**src/rtl/periph_seq_pkg.sv**
```systemverilog
package periph_seq_pkg;
  typedef enum logic [1:0] {
    ST_IDLE = 2'd0,
    ST_CLR  = 2'd1,
    ST_WAIT = 2'd2,
    ST_MOVE = 2'd3
  } seq_state_t;

  localparam logic [1:0] LANE_B1 = 2'd0;
  localparam logic [1:0] LANE_B2 = 2'd1;
  localparam logic [1:0] LANE_B4 = 2'd2;
endpackage

```
**src/rtl/psq_lane_dec.sv**
```systemverilog
module psq_lane_dec
  import periph_seq_pkg::*;
(
  input  logic [1:0] code,
  output logic [1:0] lane
);
  always_comb begin
    case (code)
      2'd1:    lane = LANE_B2;
      2'd2:    lane = LANE_B1;
      default: lane = LANE_B4; // code 0 and reserved code 3
    endcase
  end
endmodule

```
**src/rtl/psq_req_pick.sv**
```systemverilog
module psq_req_pick #(
  parameter int NPER = 12,
  parameter int SELW = 4
) (
  input  logic [NPER-1:0] req,
  input  logic [SELW-1:0] sel,
  output logic            hit,
  output logic            sel_ok
);
  logic [NPER-1:0] match;

  for (genvar i = 0; i < NPER; i++) begin : g_match
    assign match[i] = req[i] & (sel == SELW'(i));
  end

  assign hit    = |match;
  assign sel_ok = (sel < SELW'(NPER));
endmodule

```
**src/rtl/psq_blk_ctr.sv**
```systemverilog
module psq_blk_ctr #(
  parameter int BSZW = 6,
  parameter int OFSW = 8
) (
  input  logic            clk,
  input  logic            rst,
  input  logic            load,
  input  logic            dec,
  input  logic            clear,
  input  logic [BSZW-1:0] size_code,
  output logic [OFSW-1:0] cnt
);
  localparam int FULL = 1 << BSZW;

  logic [OFSW-1:0] len;
  assign len = (size_code == '0) ? OFSW'(FULL) : OFSW'(size_code);

  always_ff @(posedge clk) begin
    if (rst || clear) cnt <= '0;
    else if (load)    cnt <= len;
    else if (dec)     cnt <= cnt - OFSW'(1);
  end


  ofs_range_chk: assert property (@(posedge clk) disable iff (rst)
    cnt <= OFSW'(FULL));
endmodule

```
**src/rtl/periph_block_seq.sv**
```systemverilog
module periph_block_seq
  import periph_seq_pkg::*;
#(
  parameter int NPER = 12,
  parameter int SELW = 4,
  parameter int BSZW = 6,
  parameter int JOBW = 18,
  parameter int OFSW = 8
) (
  input  logic            clk,
  input  logic            rst,
  input  logic            kick,
  input  logic            mode_periph,
  input  logic [1:0]      elem_code,
  input  logic [BSZW-1:0] blk_size,
  input  logic [SELW-1:0] per_sel,
  input  logic [JOBW-1:0] job_len,
  input  logic            clr_en,
  input  logic [NPER-1:0] per_req,
  output logic [NPER-1:0] per_clear,
  output logic            elem_strobe,
  output logic [1:0]      lane_size,
  output logic [OFSW-1:0] blk_left,
  output logic            busy,
  output logic            job_done
);
  seq_state_t      state;
  logic [JOBW-1:0] job_left;
  logic [SELW-1:0] sel_q;
  logic [BSZW-1:0] bsz_q;
  logic [1:0]      lane_in;
  logic [SELW-1:0] pick_sel;
  logic            req_hit, sel_ok, go, last_elem, blk_end;
  logic            ctr_load, ctr_dec, ctr_clear;
  logic [BSZW-1:0] ctr_code;

  psq_lane_dec u_lane (.code(elem_code), .lane(lane_in));

  assign pick_sel = (state == ST_IDLE) ? per_sel : sel_q;

  psq_req_pick #(.NPER(NPER), .SELW(SELW)) u_pick (
    .req(per_req), .sel(pick_sel), .hit(req_hit), .sel_ok(sel_ok));

  assign go        = (state == ST_IDLE) && kick && mode_periph && sel_ok;
  assign last_elem = (job_left == JOBW'(1));
  assign blk_end   = (blk_left == OFSW'(1));
  assign ctr_code  = (state == ST_IDLE) ? blk_size : bsz_q;
  assign ctr_load  = (go && job_len != '0) ||
                     (state == ST_MOVE && !last_elem && blk_end);
  assign ctr_dec   = (state == ST_MOVE) && !last_elem && !blk_end;
  assign ctr_clear = (state == ST_MOVE) && last_elem;

  psq_blk_ctr #(.BSZW(BSZW), .OFSW(OFSW)) u_ctr (
    .clk(clk), .rst(rst), .load(ctr_load), .dec(ctr_dec), .clear(ctr_clear),
    .size_code(ctr_code), .cnt(blk_left));

  always_ff @(posedge clk) begin
    if (rst) begin
      state       <= ST_IDLE;
      job_left    <= '0;
      sel_q       <= '0;
      bsz_q       <= '0;
      lane_size   <= '0;
      elem_strobe <= 1'b0;
      job_done    <= 1'b0;
      per_clear   <= '0;
    end else begin
      job_done  <= 1'b0;
      per_clear <= '0;
      case (state)
        ST_IDLE: if (go) begin
          sel_q     <= per_sel;
          bsz_q     <= blk_size;
          lane_size <= lane_in;
          job_left  <= job_len;
          if (job_len == '0) begin
            job_done <= 1'b1;
          end else if (clr_en) begin
            per_clear <= NPER'(1) << per_sel;
            state     <= ST_CLR;
          end else begin
            state <= ST_WAIT;
          end
        end
        ST_CLR: state <= ST_WAIT;
        ST_WAIT: if (req_hit) begin
          state       <= ST_MOVE;
          elem_strobe <= 1'b1;
        end
        ST_MOVE: begin
          job_left <= job_left - JOBW'(1);
          if (last_elem) begin
            elem_strobe <= 1'b0;
            job_done    <= 1'b1;
            state       <= ST_IDLE;
          end else if (blk_end) begin
            elem_strobe <= 1'b0;
            state       <= ST_WAIT;
          end
        end
        default: state <= ST_IDLE;
      endcase
    end
  end

  assign busy = (state != ST_IDLE);


  strobe_busy_chk: assert property (@(posedge clk) disable iff (rst)
    elem_strobe |-> busy);


  done_pulse_chk: assert property (@(posedge clk) disable iff (rst)
    job_done |=> !job_done);


  done_nostrobe_chk: assert property (@(posedge clk) disable iff (rst)
    job_done |-> !elem_strobe);


  clr_onehot_chk: assert property (@(posedge clk) disable iff (rst)
    $onehot0(per_clear));


  clr_single_chk: assert property (@(posedge clk) disable iff (rst)
    (|per_clear) |=> (per_clear == '0));


  blk_start_req_chk: assert property (@(posedge clk) disable iff (rst)
    $rose(elem_strobe) |-> $past(req_hit));
endmodule

```
**config.mk**
```make
export PLATFORM = sky130hd
export DESIGN_NAME = periph_block_seq
export DESIGN_NICKNAME = d
export VERILOG_FILES = /design/src/rtl/periph_seq_pkg.sv /design/src/rtl/psq_lane_dec.sv /design/src/rtl/psq_req_pick.sv /design/src/rtl/psq_blk_ctr.sv /design/src/rtl/periph_block_seq.sv
export SDC_FILE = /design/constraint.sdc
export NUM_CORES = 1
export LEC_CHECK = 0
export CORE_MARGIN = 2
export CORE_UTILIZATION = 35
export DETAILED_ROUTE_END_ITERATION = 6
export PLACE_DENSITY = 0.71
export REMOVE_ABC_BUFFERS = 1
export SLEW_MARGIN = 40
export SYNTH_ARGS = -nofsm -noshare
export SYNTH_HDL_FRONTEND = slang
export SYNTH_SLANG_ARGS = --single-unit
```
**constraint.sdc**
```tcl
create_clock -name clk -period 2.47 [get_ports clk]
set_clock_uncertainty 0.15 [all_clocks]
set_input_delay 0.494 -clock clk [delete_from_list [all_inputs] [get_ports clk]]
set_output_delay 0.494 -clock clk [all_outputs]
set_load 0.05 [all_outputs]
```
**Word level (Yosys, flattened, before mapping)**

Index checks and enable logic that the tools add are counted.

- Add/subtract/negate cells: 2
- Shift-type cells: 1
- Bitwise gates (word level): 15
- Eq/ne operators: 22
- Mux-type cells: 23
- Reduce and logical (&&, ||, !) cells: 27
- Order comparisons: 1
- Div/mod/pow operators: 0
- Multipliers: 0

Operator list:

| operator | count |
|---|---|
| 18-bit one-hot mux with 2 select lines | 1 |
| 18-bit by 1-bit equality test with 1-bit output (second input constant) | 1 |
| 18-bit logical NOT | 1 |
| 18-bit 2-to-1 mux | 1 |
| 18-bit nonzero test | 1 |
| 18-bit by 1-bit subtractor with 18-bit output (second input constant) | 1 |
| 4-bit by 3-bit equality test with 1-bit output (second input constant) | 4 |
| 4-bit equality test (second input constant) | 4 |
| 8-bit 2-to-1 mux | 2 |
| 1-bit bitwise AND | 12 |
| 2-bit 2-to-1 mux | 6 |
| 12-bit OR reduction | 1 |
| 1-bit by 4-bit left shift with 12-bit output (first input constant) | 1 |
| 4-bit by 2-bit equality test with 1-bit output (second input constant) | 2 |
| 8-bit by 1-bit equality test with 1-bit output (second input constant) | 1 |
| 1-bit logical AND | 8 |
| 2-bit one-hot mux with 4 select lines | 1 |
| 2-bit nonzero test | 4 |
| 8-bit by 1-bit subtractor with 8-bit output (second input constant) | 1 |
| 7-bit 2-to-1 mux | 1 |
| 2-bit equality test (second input constant) | 3 |
| 6-bit logical NOT | 1 |
| 1-bit 2-to-1 mux | 6 |
| 6-bit 2-to-1 mux | 1 |
| 17 further kinds | 26 |

- Bits in read-only memories: 0
- Word-level logic and storage cells: 100
- Output and inout bits: 25
- Bits of input ports: 47
- Flip-flop bits (word level): 54
- RAM bits: 0
- Memories: 0
- Latch bits: 0

**Logic depth before layout (Yosys ltp)**

- Depth after elaboration: 7
- Mapped depth: 10
- Depth with buffers taken out: 8

**Hierarchy**

A second synthesis with hierarchy kept.

- Cell total of the unflattened synthesis: 370
- Area total of the unflattened synthesis: 3,032.9 sq um

Modules (own cells, without submodules):

| module | sequential area each (sq um) | cells an instance | instances | area each (sq um) |
|---|---|---|---|---|
| periph_block_seq | 920.9 | 311 | 1 | 2,467.4 |
| psq_blk_ctr | 160.2 | 50 | 1 | 444.2 |
| psq_req_pick | 0.0 | 7 | 1 | 105.1 |
| psq_lane_dec | 0.0 | 2 | 1 | 16.3 |

**Worst setup path after synthesis**

No wires, ideal clock.

- Kind: flip-flop to flip-flop
- Start point: register u_ctr.cnt[1]
- End point: register u_ctr.cnt[3]
- Data required time: 2.203 ns
- Library setup time: 0.117 ns
- Buffers on the path: 2
- Path slack: 0.017 ns
- Clock period less this slack: 2.453 ns
- Arrival time: 2.186 ns
- Cell stages (with the launch flop): 10
- Cells stage by stage: dfxtp_1 -> inv_1 -> ha_1 -> and3_1 -> nand2b_1 -> buf_2 -> and2_1 -> clkbuf_1 -> mux2_1 -> a32o_1

- Longest elaborated chain between the ends: 4
- Elaborated cells between the ends (all ways): 9
- Those cells by class: add/sub (1); eq/ne (1); mux (2); reduce/logical (5)

RTL lines:

| element | line | source |
|---|---|---|
| start, declared | psq_blk_ctr.sv:11 | `output logic [OFSW-1:0] cnt` |
| start signal, assigned | psq_blk_ctr.sv:20 | `else if (load) cnt <= len;` |
| start signal, assigned | psq_blk_ctr.sv:21 | `else if (dec) cnt <= cnt - OFSW'(1);` |
| parallel branches: the longest is 4 deep, another holds 8-bit by 1-bit subtractor with 8-bit output | - |  |

Parallel ways; which one is timed is not known. The select of a mux whose other input is x is not followed.
A chain may end at the register's enable or synchronous reset.

**Worst setup path after layout**

- Start point: input job_len[14]
- End point: register u_ctr.cnt[7]

- Longest elaborated chain between the ends: 4
- Elaborated cells between the ends (all ways): 5
- Those cells by class: mux (1); reduce/logical (4)

RTL lines:

| element | line | source |
|---|---|---|
| start, declared | periph_block_seq.sv:17 | `input logic [JOBW-1:0] job_len,` |
| 18-bit nonzero test * | periph_block_seq.sv:48 | `assign ctr_load = (go && job_len != '0) \|\|` |
| 1-bit logical AND * | periph_block_seq.sv:48 |  |
| 1-bit logical OR * | periph_block_seq.sv:48 |  |
| 8-bit 2-to-1 mux / 2-bit nonzero test (equally long branches) | - |  |

Mark *: on every way between the ends. The rest lies on a longest branch, timed or not.

==> reports/results.txt <==
synth-to-layout area growth: 38.2%
Max Buffers Root-to-Sink: 2
Tmin final: 2.42 ns
IO Count: 72
cells along the critical path: clkdlybuf4s50_1 > nor4_2 > nand2_1 > o31ai_4 > buf_6 > nand2_4 > or4_4 > a21oi_2
Hold Vio Cnt, Final: 0
EDFF count, synth: 0
multi-input logic area: 2020 µm²
Pwr Total: 4.39 mW
final wirelength: 9.18 mm
via count: 3412
MaxCap Viol Count: 0
Num CTS Buffers: 5
Die Y: 99.6 µm
crit-path max FO: 4
# diodes: 0
worst relative slew slack: 66.4%
Finish-stage setup viols: 0
Post-Synthesis Cells: 414
initial drt markers: 167
vias in the first global route: 3229
# DRC: 0
Main synth FF type: dfxtp_1
period utilization: 98.0%
Setup TNS Final: 0 ns
vias per inst: 5.53
core area: 8810 µm²
IO Port Bufs: 71
die area: 9930 µm²
# hold bufs at CTS: 0
clock-pin slew on the worst setup and hold paths: 0.11 ns
design area: 4430 µm²
Routability Congestion: 0.933
grt ovf: 0
Seq cells post-synth: 54
type of the worst setup path: input port to flip-flop
largest net degree at the start of global routing: 53
slowest stage cell, crit path: or4_4
Hold/Removal Path Class: flip-flop to flip-flop
Cell Pwr Density: 993 nW/µm²
DRT Pass-1 Iters: 4
Post-Route Utilization: 50.3%
Layout Nets: 563
Crit path arrival time: 2.53 ns
Avg Cell Area, Syn: 7.73 µm²
fill cell count: 834
wire length per cell: 14.9 µm
slowest stage delay, CP: 0.50 ns
placed cell area: 4230 µm²
CP endpoint kind: flip-flop
# rows: 34
PnR worst setup slack: 0.0492 ns
FF/Latch Area: 1080 µm²
global-route wire length before repair: 15.1 mm
share of flip-flops with an asynchronous set or reset: 0%
leakage dissipation: 1.67 nW
Final Max Slew Viols: 0
dpl hpwl: 6.83 mm
slew at the pin with the worst max-slew slack: 0.502 ns
Seq/Total Area, Yosys: 33.8%
max frequency: 0.413 GHz
unrepaired setup endpoints after global routing: true
CTS Root Cell: clkbuf_8
CTS tree: built
Yosys warning count: 0
WP data required: 2.58 ns
worst slack at placement: -0.497 ns
CTS HTree Levels: 2
clock latency on the worst-skew pair: 0.32 ns
Synth cell types: 56
Routed Antenna Nets: 0
share of layout cells above drive strength 1: 15.7%
status: complete, no violations
GRT Util Overall: 18.5%
# clock sinks: 54
Startpoint Class: input port
maximum VDD drop: 0.430 mV
Synth Cell Area: 3200 µm²
Die Wd: 99.6 µm
initial antenna violation count: 0
Initial Util: 36.4%
-- cell usage in the layout (no fill, tap or decap), types with 7 or more instances in the layout --
| cell type | n |
|---|---|
| nor2b_1 | 8 |
| nand3_1 | 13 |
| nor3_1 | 14 |
| inv_1 | 18 |
| nor4_1 | 7 |
| o21ai_0 | 21 |
| a211oi_1 | 9 |
| nor2_1 | 31 |
| nand2b_1 | 15 |
| mux2_2 | 9 |
| mux2i_1 | 7 |
| o22ai_1 | 11 |
| buf_4 | 39 |
| nand2_1 | 51 |
| dlygate4sd2_1 | 11 |
| dfxtp_1 | 53 |
| ha_1 | 7 |
| a21oi_1 | 37 |
| clkdlybuf4s50_1 | 57 |
-- layout make-up --
type | count | area share, %
tap | 108 | 3.05
clock inverter | 2 | 0.311
clock buffer | 6 | 1.64
multi-input combinational | 316 | 45.7
inverter | 19 | 1.61
sequential | 54 | 24.5
timing repair buffer | 112 | 23.2
-- sequential cells by signal, indices dropped and copies added, names as in the netlist --
name	count
bsz_q	6
job_left	18
job_done	1
state	2
lane_size	2
elem_strobe	1
per_clear	12
sel_q	4
u_ctr.cnt	8
-- critical path: cells and delay by family --
family                 cells  cell delay [ns]
buffers and inverters      2             0.65
and+or+nand+nor            4             0.85
AOI/OAI and AO/OA          2             0.54
-- layer usage --
layer / wire [µm] / global-route usage [%]
met5: 0 / 0
met4: 152 / 5.69
met3: 629 / 3.58
met2: 4350 / 30.6
met1: 4050 / 24.5
-- report_power, final --
| part | total (mW) | switching [mW] | internal, mW |
|---|---|---|---|
| Clock | 0.516 | 0.314 | 0.201 |
| Sequential | 1.26 | 0.204 | 1.05 |
| Combinational | 2.62 | 1.46 | 1.16 |
| Total | 4.39 | 1.98 | 2.42 |
-- cell families after synthesis --
kind of cell	synth area share, %
compound gates	22.1
fa+ha+maj	3.13
buf+inv	5.59
flops	33.8
mux	6.72
simple gates	28.7
-- per-stage QoR --
stage	instances	hold WS, ns
after floorplan	389	0.278
after global placement	607	0.291
after detailed placement	607	0.301
after CTS	616	0.315
after global routing	617	0.332
final	617	0.312
-- cells in the mapped netlist, types with 8 or more instances --
library cell | count | area share, %
a211oi_1 | 10 | 2.3
a21oi_1 | 38 | 5.9
clkbuf_1 | 16 | 1.9
dfxtp_1 | 54 | 34
ha_1 | 8 | 3.1
inv_1 | 19 | 2.2
mux2_2 | 9 | 3.2
mux2i_1 | 8 | 2.5
nand2_1 | 51 | 6.0
nand2b_1 | 15 | 2.9
nand3_1 | 13 | 2.0
nor2_1 | 31 | 3.6
nor2b_1 | 8 | 1.6
nor3_1 | 14 | 2.2
nor4_1 | 10 | 2.0
o21ai_0 | 22 | 3.4
o22ai_1 | 11 | 2.1
-- path summary, 6_finish.rpt --
check | start | to | slack [ns] | cells after the start
max | job_len[14] | u_ctr.cnt[7] | 0.05 | 8
min | bsz_q[1] | bsz_q[1] | 0.31 | 2
max reg2reg | state[1] | u_ctr.cnt[7] | 0.13 | 9
min reg2reg | bsz_q[1] | bsz_q[1] | 0.31 | 2
-- what timing repair did --
item,4_1_cts,5_1_grt
pin swaps,8,7
endpoints found under the setup margin,8,9
buffers inserted,1,1
resized for setup,19,16
(Power assumes the default switching activity.)
